`config.mk`:
```
export PLATFORM = sky130hd
export DESIGN_NAME = reload_timer_bank
export DESIGN_NICKNAME = d
export VERILOG_FILES = /design/src/rtl/tmr_pkg.sv /design/src/rtl/tmr_down_chan.sv /design/src/rtl/tmr_free_ctr.sv /design/src/rtl/reload_timer_bank.sv
export SDC_FILE = /design/constraint.sdc
export NUM_CORES = 1
export LEC_CHECK = 0
export ABC_AREA = 1
export BUFFER_PORTS_ARGS = -buffer_cell sky130_fd_sc_hd__buf_2
export CORE_AREA = 2 2 166 168
export CTS_CLUSTER_DIAMETER = 30
export DETAILED_ROUTE_END_ITERATION = 8
export DIE_AREA = 0 0 168 170
export GPL_TIMING_DRIVEN = 0
export PLACE_DENSITY_LB_ADDON = 0.05
export SYNTH_ARGS = -nofsm -noshare
export SYNTH_HDL_FRONTEND = slang
export SYNTH_SLANG_ARGS = --single-unit
```
`constraint.sdc`:
```
create_clock -name clk -period 4.15 [get_ports clk]
set_clock_uncertainty 0.15 [all_clocks]
set_input_delay 0.6225 -clock clk [delete_from_list [all_inputs] [get_ports clk]]
set_output_delay 0.6225 -clock clk [all_outputs]
set_load 0.05 [all_outputs]
```
`src/rtl/tmr_pkg.sv`:
```
package tmr_pkg;
    typedef enum logic {CH_OFF, CH_RUN} ch_state_t;
    typedef enum logic {FR_OFF, FR_RUN} fr_state_t;

    typedef enum logic [1:0] {
        REG_LOAD  = 2'd0,
        REG_COUNT = 2'd1,
        REG_CTRL  = 2'd2,
        REG_CLEAR = 2'd3
    } reg_sel_t;

    typedef struct packed {
        logic en;
        logic per;
        logic clk;
    } chan_ctl_t;

    localparam int CTL_EN_BIT  = 7;
    localparam int CTL_PER_BIT = 6;
    localparam int CTL_CLK_BIT = 3;
    localparam int FR_EN_BIT   = 8;
endpackage

```
`src/rtl/tmr_down_chan.sv`:
```
module tmr_down_chan
    import tmr_pkg::*;
#(
    parameter int CW = 16,
    parameter int DW = 32
) (
    input  logic          clk,
    input  logic          rst_n,
    input  logic          tick_main,
    input  logic          tick_alt,
    input  logic          load_we,
    input  logic [CW-1:0] load_data,
    input  logic          ctrl_we,
    input  chan_ctl_t     ctrl_data,
    input  logic          clr_we,
    output logic [DW-1:0] count_o,
    output logic [DW-1:0] load_o,
    output chan_ctl_t     ctl_o,
    output logic          irq_o
);
    ch_state_t     state_q, state_d;
    logic [CW-1:0] cnt_q, reload_q;
    logic          per_q, clk_sel_q, irq_q;
    logic          tk, step, under;

    // state register
    always_ff @(posedge clk) begin
        if (!rst_n) state_q <= CH_OFF;
        else        state_q <= state_d;
    end

    always_comb begin
        state_d = state_q;
        unique case (state_q)
            CH_OFF: if (ctrl_we && ctrl_data.en)  state_d = CH_RUN;
            CH_RUN: if (ctrl_we && !ctrl_data.en) state_d = CH_OFF;
        endcase
    end

    assign tk    = clk_sel_q ? tick_main : tick_alt;
    assign step  = (state_q == CH_RUN) && tk;
    assign under = step && (cnt_q == '0);

    // outputs / datapath
    always_ff @(posedge clk) begin
        if (!rst_n) begin
            cnt_q     <= '0;
            reload_q  <= '0;
            per_q     <= 1'b0;
            clk_sel_q <= 1'b0;
            irq_q     <= 1'b0;
        end else begin
            if (ctrl_we) begin
                per_q     <= ctrl_data.per;
                clk_sel_q <= ctrl_data.clk;
            end
            if (load_we) reload_q <= load_data;
            if (step) begin
                if (under) cnt_q <= per_q ? reload_q : '1;
                else       cnt_q <= cnt_q - 1'b1;
            end else if (load_we && state_q == CH_OFF) begin
                cnt_q <= load_data;
            end
            if (under)       irq_q <= 1'b1;
            else if (clr_we) irq_q <= 1'b0;
        end
    end

    always_comb begin
        count_o           = '0;
        count_o[CW-1:0]   = cnt_q;
        load_o            = '0;
        load_o[CW-1:0]    = reload_q;
        ctl_o.en          = (state_q == CH_RUN);
        ctl_o.per         = per_q;
        ctl_o.clk         = clk_sel_q;
        irq_o             = irq_q;
    end

    AST_OFF_HOLDS: assert property (@(posedge clk) disable iff (!rst_n)
        (state_q == CH_OFF && !load_we) |=> $stable(cnt_q));
    AST_STEP_DOWN: assert property (@(posedge clk) disable iff (!rst_n)
        (step && cnt_q != '0) |=> (cnt_q == $past(cnt_q) - 1'b1));
    AST_UNDER_IRQ: assert property (@(posedge clk) disable iff (!rst_n)
        under |=> irq_q);
    AST_CLEAR_DROPS: assert property (@(posedge clk) disable iff (!rst_n)
        (clr_we && !under) |=> !irq_q);
endmodule

```
`src/rtl/tmr_free_ctr.sv`:
```
module tmr_free_ctr
    import tmr_pkg::*;
#(
    parameter int FW = 40,
    parameter int DW = 32
) (
    input  logic          clk,
    input  logic          rst_n,
    input  logic          tick,
    input  logic          hi_we,
    input  logic          en_data,
    input  logic          lo_rd,
    output logic [DW-1:0] lo_o,
    output logic [DW-1:0] hi_o
);
    localparam int HW = FW - DW;

    fr_state_t     state_q, state_d;
    logic [FW-1:0] cnt_q;
    logic [HW-1:0] hi_cap_q;

    always_ff @(posedge clk) begin
        if (!rst_n) state_q <= FR_OFF;
        else        state_q <= state_d;
    end

    always_comb begin
        state_d = state_q;
        unique case (state_q)
            FR_OFF: if (hi_we && en_data)  state_d = FR_RUN;
            FR_RUN: if (hi_we && !en_data) state_d = FR_OFF;
        endcase
    end

    always_ff @(posedge clk) begin
        if (!rst_n) begin
            cnt_q    <= '0;
            hi_cap_q <= '0;
        end else begin
            if (state_q == FR_OFF) cnt_q <= '0;
            else if (tick)         cnt_q <= cnt_q + 1'b1;
            if (lo_rd) hi_cap_q <= cnt_q[FW-1:DW];
        end
    end

    always_comb begin
        lo_o             = cnt_q[DW-1:0];
        hi_o             = '0;
        hi_o[HW-1:0]     = hi_cap_q;
        hi_o[FR_EN_BIT]  = (state_q == FR_RUN);
    end

    AST_FREE_OFF_ZERO: assert property (@(posedge clk) disable iff (!rst_n)
        (state_q == FR_OFF) |=> (cnt_q == '0));
    AST_FREE_INC: assert property (@(posedge clk) disable iff (!rst_n)
        (state_q == FR_RUN && tick) |=> (cnt_q == $past(cnt_q) + 1'b1));
endmodule

```
`src/rtl/reload_timer_bank.sv`:
```
module reload_timer_bank
    import tmr_pkg::*;
#(
    parameter int ADDR_W   = 8,
    parameter int DATA_W   = 32,
    parameter int NARROW_W = 16,
    parameter int WIDE_W   = 32,
    parameter int FREE_W   = 40,
    parameter int NUM_CH   = 3
) (
    input  logic              clk,
    input  logic              rst_n,
    input  logic              tick_main,
    input  logic              tick_alt,
    input  logic              tick_fast,
    input  logic              bus_wr,
    input  logic              bus_rd,
    input  logic [ADDR_W-1:0] bus_addr,
    input  logic [DATA_W-1:0] bus_wdata,
    output logic [DATA_W-1:0] bus_rdata,
    output logic [NUM_CH-1:0] irq
);
    localparam logic [ADDR_W-1:0] FREE_LO_ADDR = ADDR_W'(8'h60);
    localparam logic [ADDR_W-1:0] FREE_HI_ADDR = ADDR_W'(8'h64);

    function automatic logic [ADDR_W-1:0] chan_base(input int idx);
        case (idx)
            0:       chan_base = ADDR_W'(8'h00);
            1:       chan_base = ADDR_W'(8'h20);
            default: chan_base = ADDR_W'(8'h80);
        endcase
    endfunction

    reg_sel_t          sel;
    logic [NUM_CH-1:0] hit;
    logic              lo_hit, hi_hit, any_hit;
    logic [DATA_W-1:0] ch_count [NUM_CH];
    logic [DATA_W-1:0] ch_load  [NUM_CH];
    chan_ctl_t         ch_ctl   [NUM_CH];
    logic [DATA_W-1:0] free_lo, free_hi, rd_mux;
    chan_ctl_t         wr_ctl;

    assign sel        = reg_sel_t'(bus_addr[3:2]);
    assign lo_hit     = (bus_addr == FREE_LO_ADDR);
    assign hi_hit     = (bus_addr == FREE_HI_ADDR);
    assign wr_ctl.en  = bus_wdata[CTL_EN_BIT];
    assign wr_ctl.per = bus_wdata[CTL_PER_BIT];
    assign wr_ctl.clk = bus_wdata[CTL_CLK_BIT];

    for (genvar i = 0; i < NUM_CH; i++) begin : g_chan
        localparam int CW = (i == NUM_CH - 1) ? WIDE_W : NARROW_W;
        localparam logic [ADDR_W-1:0] BASE = chan_base(i);

        assign hit[i] = (bus_addr[ADDR_W-1:4] == BASE[ADDR_W-1:4]) &&
                        (bus_addr[1:0] == 2'b00);

        tmr_down_chan #(.CW(CW), .DW(DATA_W)) chan_i (
            .clk       (clk),
            .rst_n     (rst_n),
            .tick_main (tick_main),
            .tick_alt  (tick_alt),
            .load_we   (bus_wr && hit[i] && sel == REG_LOAD),
            .load_data (bus_wdata[CW-1:0]),
            .ctrl_we   (bus_wr && hit[i] && sel == REG_CTRL),
            .ctrl_data (wr_ctl),
            .clr_we    (bus_wr && hit[i] && sel == REG_CLEAR),
            .count_o   (ch_count[i]),
            .load_o    (ch_load[i]),
            .ctl_o     (ch_ctl[i]),
            .irq_o     (irq[i])
        );
    end

    tmr_free_ctr #(.FW(FREE_W), .DW(DATA_W)) free_i (
        .clk     (clk),
        .rst_n   (rst_n),
        .tick    (tick_fast),
        .hi_we   (bus_wr && hi_hit),
        .en_data (bus_wdata[FR_EN_BIT]),
        .lo_rd   (bus_rd && lo_hit),
        .lo_o    (free_lo),
        .hi_o    (free_hi)
    );

    assign any_hit = (|hit) || lo_hit || hi_hit;

    always_comb begin
        rd_mux = '0;
        for (int i = 0; i < NUM_CH; i++) begin
            if (hit[i]) begin
                unique case (sel)
                    REG_LOAD:  rd_mux = ch_load[i];
                    REG_COUNT: rd_mux = ch_count[i];
                    REG_CTRL: begin
                        rd_mux[CTL_EN_BIT]  = ch_ctl[i].en;
                        rd_mux[CTL_PER_BIT] = ch_ctl[i].per;
                        rd_mux[CTL_CLK_BIT] = ch_ctl[i].clk;
                    end
                    REG_CLEAR: rd_mux = '0;
                endcase
            end
        end
        if (lo_hit) rd_mux = free_lo;
        if (hi_hit) rd_mux = free_hi;
    end

    always_ff @(posedge clk) begin
        if (!rst_n)      bus_rdata <= '0;
        else if (bus_rd) bus_rdata <= rd_mux;
    end

    AST_UNMAPPED_ZERO: assert property (@(posedge clk) disable iff (!rst_n)
        (bus_rd && !any_hit) |=> (bus_rdata == '0));
    AST_RDATA_HOLDS: assert property (@(posedge clk) disable iff (!rst_n)
        !bus_rd |=> $stable(bus_rdata));
endmodule

```
# Yosys cells after proc, flatten, opt, wreduce, memory -nomap -nowiden

Cells that the tools add are included.

Register bits after elaboration: 221

Equal/unequal tests: 7
Add/sub/neg operators: 4
Multiplexer cells: 53
Reductions and logical operators: 49
Bitwise logic cells: 4

Operators by type and width:

| operator                | number |
|---|---|
| $mux W32                | 8 |
| $mux W16                | 9 |
| $pmux W24 S3            | 2 |
| $add A40 B1 Y40 const B | 1 |
| $logic_and A1 B1 Y1     | 34 |
| $logic_not A16 Y1       | 2 |
| $logic_not A32 Y1       | 1 |
| $sub A16 B1 Y16 const B | 2 |
| $sub A32 B1 Y32 const B | 1 |
| $pmux W2 S4             | 3 |
| $pmux W3 S3             | 2 |
| $mux W1                 | 17 |
| $eq A8 B7 Y1 const B    | 2 |
| $pmux W8 S2             | 1 |
| $pmux W1 S4             | 3 |
| $pmux W2 S3             | 2 |
| $reduce_bool A2 Y1      | 6 |
| $pmux W1 S2             | 4 |
| $pmux W3 S2             | 1 |
| $eq A2 B2 Y1 const B    | 2 |
| $eq A4 B2 Y1 const B    | 1 |
| $eq A4 B4 Y1 const B    | 1 |
| $logic_not A2 Y1        | 2 |
| $logic_not A4 Y1        | 1 |
| 5 further kinds         | 9 |

# Longest topological paths before layout

Gate-level depths: netlist of the first run.

Depth after elaboration: 9
Gate-level depth with buffers: 14
Gate-level depth less buffers: 13

# Modules after synthesis

From an unflattened synthesis of the first run, not the netlist that was laid out.

Cell total of the unflattened synthesis: 2557
Area, all modules: 15461.1 µm²

By module, submodules not included:

| module                               | cells each | seq. area each (µm²) | instances | area an instance (µm²) |
|---|---|---|---|---|
| tmr_down_chan (g_chan[0].chan_i ...) | 380        | 720.7                | 2         | 2442.3 |
| tmr_down_chan (g_chan[2].chan_i)     | 648        | 1361.3               | 1         | 4053.9 |
| reload_timer_bank                    | 699        | 640.6                | 1         | 3513.4 |
| tmr_free_ctr                         | 450        | 980.9                | 1         | 3009.1 |

# Worst setup path before layout of the first run

Ideal clock, no wire load.

Path kind: input -> register
From: input port bus_addr[1]
To: register g_chan[2].chan_i.cnt_q[4]
Path buffers: 2
Setup time: 0.109 ns
Cell stages on the path: 12
Arrival: 1.785 ns
Path slack: 2.107 ns
Path through: nor2_4 nand2_2 nor2_8 nand2_4 nor2_8 nand2_4 nand2_2 buf_6 buf_4 nand3_1 nand2_1 inv_1

Longest elaborated chain between the ends: 6

RTL lines:

| item                                | RTL line                | source |
|---|---|---|
| from (decl)                         | reload_timer_bank.sv:18 | `input logic [ADDR_W-1:0] bus_addr,` |
| $logic_not A2 Y1                    | reload_timer_bank.sv:55 | `(bus_addr[1:0] == 2'b00);` |
| $logic_and A1 B1 Y1                 | reload_timer_bank.sv:54 | `assign hit[i] = (bus_addr[ADDR_W-1:4] == BASE[ADDR_W-1:4]) &&` |
| $logic_and A1 B1 Y1 (2 in series)   | reload_timer_bank.sv:62 | `.load_we (bus_wr && hit[i] && sel == REG_LOAD),` |
| $logic_and A1 B1 Y1                 | tmr_down_chan.sv:61     | `end else if (load_we && state_q == CH_OFF) begin` |
| $reduce_bool A2 Y1 (no source line) | n/a                     |  |
| to (signal assigned)                | tmr_down_chan.sv:59     | `if (under) cnt_q <= per_q ? reload_q : '1;` |
| to (signal assigned)                | tmr_down_chan.sv:60     | `else cnt_q <= cnt_q - 1'b1;` |
| to (signal assigned)                | tmr_down_chan.sv:62     | `cnt_q <= load_data;` |
| to (decl)                           | tmr_down_chan.sv:22     | `logic [CW-1:0] cnt_q, reload_q;` |

No other way between the ends.
A chain may end at the register's enable or synchronous reset.

# Final worst setup path of the first run

From: register g_chan[2].chan_i.cnt_q[0]
To: register g_chan[2].chan_i.cnt_q[17]

Longest elaborated chain between the ends: 4

RTL lines:

| item                                                                    | RTL line            | source |
|---|---|---|
| parallel branches: the longest is 2 deep, another holds $sub A32 B1 Y32 | n/a                 |  |
| $mux W32 *                                                              | tmr_down_chan.sv:59 |  |
| $mux W32 *                                                              | tmr_down_chan.sv:58 | `if (step) begin` |

Every way passes the cells marked *.

==> impl_metrics.env, run 1 <==
export IMPL_vias=15300
export IMPL_synthArstFlopShare=0
export IMPL_syn_mean_instance_area_sq_um=6.27
export IMPL_yosysWarnings=0
export IMPL_worst_slack_ns=1.71
export IMPL_synth_fp_nets=2158
export IMPL_io_pins=82
export IMPL_clkTransAtPathRegs_ns=0.04
export IMPL_fin_crit_sh=0.587
export IMPL_syn_area_sq_um=13200
export IMPL_crit_fanout=8
export IMPL_synth_top_cell_by_area="dfxtp_1"
export IMPL_syn_instance_count=2105
export IMPL_cts_root_buf="clkbuf_16"
export IMPL_port_buffers=79
export IMPL_timing_fmax_ghz=0.410
export IMPL_cp_arrival_ns=2.69
export IMPL_layout_commonest_cell="nand2_1"
export IMPL_post_route_cell_area_sq_um=16200
export IMPL_cts_buffer_depth=3
export IMPL_run_status="completed"
export IMPL_synth_ff_type="dfxtp_1"
export IMPL_slew_headroom=0.465
export IMPL_firstDrtPassIters=6
export IMPL_cts_hold_buffers_added=0
export IMPL_critical_path_required_ns=4.40
export IMPL_dp_hpwl_um=39700
export IMPL_grtUsageTotal=0.367
export IMPL_ant_nets=0
export IMPL_ir_drop_v=0.000401
export IMPL_nFillCells=2651
export IMPL_grt_max_degree=17
export IMPL_wl_um=53200
export IMPL_slew_violations=0
export IMPL_die_h_um=170
export IMPL_grt_pass1_vias=14200
export IMPL_grt_pass1_wl_um=81100
export IMPL_area_growth_syn_to_layout_pct=22.5
export IMPL_final_util=0.607
export IMPL_finalSetupViolCount=0
export IMPL_htreeDepth=2
export IMPL_power_leakage_nw=7.12
export IMPL_cts_num_sinks=221
export IMPL_cts_tree="built"
export IMPL_cts_resized=0
export IMPL_initial_core_util=0.495
export IMPL_synth_edf_count=0
export IMPL_worst_slew_pin_slew_ns=0.803
export IMPL_place_ws_ns=1.36
export IMPL_final_cell_mix="464 x nand2_1, 260 x inv_1, 227 x o21ai_0, 221 x dfxtp_1, 218 x nor2_1"
export IMPL_num_antenna_cells=0
export IMPL_postPlaceCellArea_sq_um=14000
export IMPL_globalRouteOverflowTotal=0
export IMPL_synth_seq_cells=221
export IMPL_fin_nets=2300
export IMPL_synthDistinctLibCells=43
export IMPL_start_kind="register"
export IMPL_cp_end_kind="register"
export IMPL_drive_above_1_share=0.122
export IMPL_rows=60
export IMPL_worstHoldPathType="input port to register"
export IMPL_cts_setup_buffers=0
export IMPL_hold_slack_ns=0.199
export IMPL_die_area_sq_um=28600
export IMPL_viasPerCell=5.78
export IMPL_cts_buffers_inserted=61
export IMPL_min_period_ns=2.44
export IMPL_wl_per_cell_um=20.1
export IMPL_critPathKind="register to register"
export IMPL_drc_errors=0
export IMPL_dieWidth_um=168
export IMPL_gp_congestion=0.967
export IMPL_synthTopCellsByArea="dfxtp_1 34%, nand2_1 13%, o21ai_0 8.6%"
export IMPL_clk_latency_ns=0.58
export IMPL_setup_tns_ns=0
export IMPL_core_area_sq_um=26700
export IMPL_grt_antenna_before_repair=1
export IMPL_timing_final_hold_violations=0
export IMPL_drtIter0Drc=1799
export IMPL_power_density_nw_per_um2=450
export IMPL_cap_violations=0
export IMPL_yosysSeqAreaShare=0.335
export IMPL_rsz0062_at_grt="no"
export IMPL_synth_top_cell_area_share=0.335
[through the flow]
step	instances	total power, mW
after floorplan	2105	2.35
after global placement	2525	2.49
after detailed placement	2525	2.49
after CTS	2640	7.28
after global routing	2640	7.44
final	2640	7.29
[cells in the mapped netlist (all sizes together) (11+ instances only)]
master and number:
nand2 479, dfxtp 221, nor2 237, a21oi 197, xor2 36, o21ai 252
buf 45, o211ai 11, nor3 29, inv 265, o22ai 46, nand3 155
nand4 39, clkbuf 57
[worst paths after layout]
| path | start | endpoint | slack [ns] | depth (start not counted) |
|---|---|---|---|---|
| max | g_chan[2].chan_i.count_o[0] | g_chan[2].chan_i.count_o[17] | 1.71 | 11 |
| min | bus_wdata[27] | g_chan[2].chan_i.load_o[27] | 0.20 | 3 |
| max reg2reg | g_chan[2].chan_i.count_o[0] | g_chan[2].chan_i.count_o[17] | 1.71 | 11 |
| min reg2reg | bus_rdata[28] | bus_rdata[28] | 0.31 | 2 |
[worst max-delay path, stage by stage, from the launching register on]
cell     delay [ns]
dfxtp_1        0.31
inv_1          0.12
ha_1           0.31
nand2_2        0.12
nor2_4         0.23
nand2_1        0.13
nor2_4         0.23
nand2_2        0.17
nor2_4         0.27
nand2_1        0.09
nand3_1        0.08
a21oi_1        0.07
[sequential cells by signal, indices dropped and copies added, names as in the netlist, named ones only]
register                 count
g_chan.chan_i.load_o        32
free_i.cnt_q                40
g_chan.chan_i.irq_o          3
g_chan.chan_i.reload_q      32
g_chan.chan_i.count_o       32
free_i.hi_cap_q              8
g_chan.chan_i.cnt_q         32
g_chan.chan_i.per_q          3
g_chan.chan_i.clk_sel_q      3
bus_rdata                   32
[layout make-up]
class | count | area (sq um) | area share
Sequential cell | 221 | 4420 | 0.273
Clock inverter | 32 | 365 | 0.0226
Clock buffer | 83 | 1790 | 0.111
Inverter | 268 | 1010 | 0.0625
Timing Repair Buffer | 79 | 395 | 0.0244
Multi-Input combinational cell | 1514 | 7280 | 0.450
Tap cell | 341 | 427 | 0.0264
Buffer | 102 | 489 | 0.0302
[layer usage]
metal | vias up | wire length [um] | global-route usage
met5 | - | 0 | 0
met4 | 0 | 1800 | 0.130
met3 | 137 | 5700 | 0.0788
met2 | 853 | 23100 | 0.575
met1 | 7061 | 22500 | 0.499
li1 | 7213 | - | -
[cell families after synthesis]
group / share of synthesized area
buffers and inverters: 0.114
DFF: 0.335
AOI/OAI and AO/OA: 0.205
xor gates and xnor gates: 0.0265
adders and majority gates: 0.00568
and+or+nand+nor: 0.314
[power breakdown]
part / leakage, nW / switching, mW / internal [mW]
Combinational: 4.30 / 0.241 / 0.0810
Clock: 1.04 / 1.47 / 3.36
Sequential: 1.78 / 0.00568 / 2.14
Total: 7.12 / 1.71 / 5.57
(Power assumes the default switching activity.)
==> run 2, diff against run 1 <==
--- a/config.mk
+++ b/config.mk
@@ -5,12 +5,12 @@
 export SDC_FILE = /design/constraint.sdc
 export NUM_CORES = 1
 export LEC_CHECK = 0
-export ABC_AREA = 1
+export ABC_AREA = 0
 export BUFFER_PORTS_ARGS = -buffer_cell sky130_fd_sc_hd__buf_2
-export CORE_AREA = 2 2 166 168
+export CORE_AREA = 2 2 160 162
 export CTS_CLUSTER_DIAMETER = 30
 export DETAILED_ROUTE_END_ITERATION = 8
-export DIE_AREA = 0 0 168 170
+export DIE_AREA = 0 0 162 164
 export GPL_TIMING_DRIVEN = 0
 export PLACE_DENSITY_LB_ADDON = 0.05
 export SYNTH_ARGS = -nofsm -noshare
==> constraint.sdc (replaced) <==
create_clock -name clk -period 2.4 [get_ports clk]
set_clock_uncertainty 0.15 [all_clocks]
set_input_delay 0.36 -clock clk [delete_from_list [all_inputs] [get_ports clk]]
set_output_delay 0.36 -clock clk [all_outputs]
set_load 0.05 [all_outputs]
==> run 2 against run 1 <==
  * The run now ends with negative setup slack left
  * Sequential share of layout area is 1.2 points higher
  * Worst hold slack worse by 0.19 ns
  * Final area is 4.0% lower
  * Sequential power is 73% higher
  * Worst setup slack worse by 1.7 ns
  * Largest power group unchanged
  * Register-to-register slack worse by 1.7 ns
  * Largest cell class unchanged
  * Synthesized area is 7.7% lower
  * Total power is 64% higher
  * Die area is 7.0% lower
  * Critical path type is now input port to register
  * Clock-buffer cell count is 10 lower
  * Critical path depth is 4 lower
  * Routed wire length is 12% lower
==> impl_metrics.env, run 2 <==
export IMPL_slew_violations=0
export IMPL_slew_headroom=0.214
export IMPL_initial_core_util=0.491
export IMPL_grt_max_degree=14
export IMPL_port_buffers=76
export IMPL_worst_slew_pin_slew_ns=1.17
export IMPL_largest_reg_flops=40
export IMPL_synthTopCellsByCount="253 x nand2_1, 221 x dfxtp_1, 144 x nor2_1"
export IMPL_synth_top_cell_by_area="dfxtp_1"
export IMPL_area_growth_syn_to_layout_pct=27.5
export IMPL_yosysSeqAreaShare=0.363
export IMPL_globalRouteOverflowTotal=0
export IMPL_viasPerCell=6.05
export IMPL_rsz0062_at_grt="yes"
export IMPL_clkTransAtPathRegs_ns=0.05
export IMPL_final_cell_mix="248 x nand2_1, 214 x dfxtp_1, 136 x nor2_1, 94 x buf_2, 80 x a21oi_1"
export IMPL_synth_ff_type="dfxtp_1"
export IMPL_finalSetupViolCount=1
export IMPL_cts_tree="built"
export IMPL_cp_end_kind="register"
export IMPL_clk_latency_ns=0.55
export IMPL_dieWidth_um=162
export IMPL_synthArstFlopShare=0
export IMPL_wl_per_cell_um=22.7
export IMPL_final_util=0.626
export IMPL_setup_tns_ns=-0.0195
export IMPL_yosysWarnings=0
export IMPL_firstDrtPassIters=5
export IMPL_synth_fp_nets=1580
export IMPL_die_area_sq_um=26600
export IMPL_violations="negative setup slack"
export IMPL_run_status="finished with violations"
export IMPL_vias=12500
export IMPL_cts_root_buf="clkbuf_16"
export IMPL_ant_nets=0
export IMPL_num_antenna_cells=0
export IMPL_whs_path_depth=3
export IMPL_critPathKind="input port to register"
export IMPL_ir_drop_v=0.000724
export IMPL_cts_num_sinks=221
export IMPL_timing_fmax_ghz=0.413
export IMPL_yosysMostFrequentCell="nand2_1"
export IMPL_drive_above_1_share=0.180
export IMPL_start_kind="input port"
export IMPL_power_density_nw_per_um2=770
export IMPL_grt_antenna_before_repair=0
export IMPL_grt_pass1_vias=11700
export IMPL_timing_final_hold_violations=0
export IMPL_core_area_sq_um=24800
export IMPL_nFillCells=2268
export IMPL_power_leakage_nw=5.93
export IMPL_worstHoldPathType="input port to register"
export IMPL_worst_slack_ns=-0.0195
export IMPL_synthTopCellsByArea="dfxtp_1 36%, nand2_1 7.8%, mux2i_1 6.3%"
export IMPL_min_period_ns=2.42
export IMPL_syn_mean_instance_area_sq_um=7.98
export IMPL_synth_seq_cells=221
export IMPL_syn_area_sq_um=12200
export IMPL_syn_instance_count=1527
export IMPL_synth_edf_count=0
export IMPL_grtUsageTotal=0.351
export IMPL_rows=58
export IMPL_cp_arrival_ns=2.71
export IMPL_io_pins=82
export IMPL_gp_congestion=0.988
export IMPL_cts_buffers_inserted=54
export IMPL_crit_fanout=10
export IMPL_grt_pass1_wl_um=71200
export IMPL_die_h_um=164
export IMPL_wl_um=47100
export IMPL_seq_area_sq_um=4440
export IMPL_reg2reg_depth=7
export IMPL_multi_input_area_sq_um=7430
export IMPL_synth_top_cell_area_share=0.363
export IMPL_layout_commonest_cell="nand2_1"
export IMPL_critical_path_required_ns=2.69
export IMPL_htreeDepth=2
export IMPL_regMostFlops="free_i.cnt_q"
export IMPL_synthDistinctLibCells=73
export IMPL_cap_violations=0
export IMPL_fin_nets=1750
export IMPL_fin_crit_sh=1.01
export IMPL_dp_hpwl_um=33700
export IMPL_drtIter0Drc=1190
export IMPL_cts_buffer_depth=3
export IMPL_drc_errors=0
-- run 2: changes by cell type after synthesis, moves of 23 or more --
cell and change:
a21boi_0 +48, a21oi_1 -116, inv_1 -221, mux2i_1 +77, nand2_1 -211, nand3_1 -100
nor2_1 -74, o21ai_0 -181, o21ai_1 -23, or3_1 +24, xnor2_1 +38
-- run 2: stage by stage --
step	total power [mW]	cells	area [sq um]	setup slack, ns	hold WS, ns
floorplan	4.04	1527	12200	0.162	0.293
CTS	12.0	2064	15300	0.00305	0.000229
detailed placement	4.26	1933	13000	-0.860	0.299
finish	12.0	2072	15500	-0.0195	0.0143
global route	12.2	2072	15500	-0.0578	0.0119
global placement	4.26	1933	13000	-0.890	0.289
-- run 2: repair_timing --
item | 4_1_cts | 5_1_grt
hold buffers | 17 | 0
buffers inserted | 15 | 10
gates resized for setup | 33 | 51
setup endpoints to repair | 116 | 119
hold endpoints to repair | 22 | 0
pin swaps | 9 | 11
-- run 2: final timing paths --
path | startpoint | end | slack [ns]
setup / recovery | bus_addr[2] | bus_rdata[1] | -0.02
hold / removal | bus_wdata[14] | g_chan[1].chan_i.reload_q[14] | 0.01
setup reg to reg | g_chan[1].chan_i.cnt_q[12] | g_chan[1].chan_i.cnt_q[13] | 0.04
hold reg to reg | bus_rdata[12] | bus_rdata[12] | 0.30
-- run 2: cell type report --
| cell class | instances | share of cell area |
|---|---|---|
| well taps | 330 | 0.0266 |
| clock buffers | 73 | 0.0994 |
| flip-flops and latches | 221 | 0.285 |
| plain buffers | 95 | 0.0279 |
| multi-input cells | 1166 | 0.478 |
| repair buffers | 118 | 0.0475 |
| clock inverters | 28 | 0.0250 |
| inverters | 41 | 0.00990 |
-- run 2: per-layer routing --
metal	GRT usage	part of all wire	vias to the layer above
met5	0	0	-
met4	0.138	0.042	0
met3	0.0644	0.090	144
met2	0.553	0.44	614
met1	0.477	0.43	5956
li1	-	-	5813
-- run 2: critical path, stage by stage --
cell and delay (ns):
clkbuf_1 0.29, clkbuf_2 0.32, buf_2 0.43, a21oi_1 0.07, o21ai_0 0.48, o221ai_1 0.40
a32o_1 0.36
-- run 2: power breakdown --
part,leakage (nW),total (mW),switching (mW),internal [mW]
sequential,1.78,3.70,0.0112,3.69
combinational,3.22,0.554,0.377,0.177
clock,0.931,7.71,2.29,5.42
-- run 2: kinds of logic after synthesis --
logic type                 synth area share
xor gates and xnor gates             0.0561
and+or+nand+nor                       0.266
DFF                                   0.363
buffers and inverters                0.0481
muxes                                0.0790
adders and majority gates           0.00616
AOI/OAI and AO/OA                     0.182
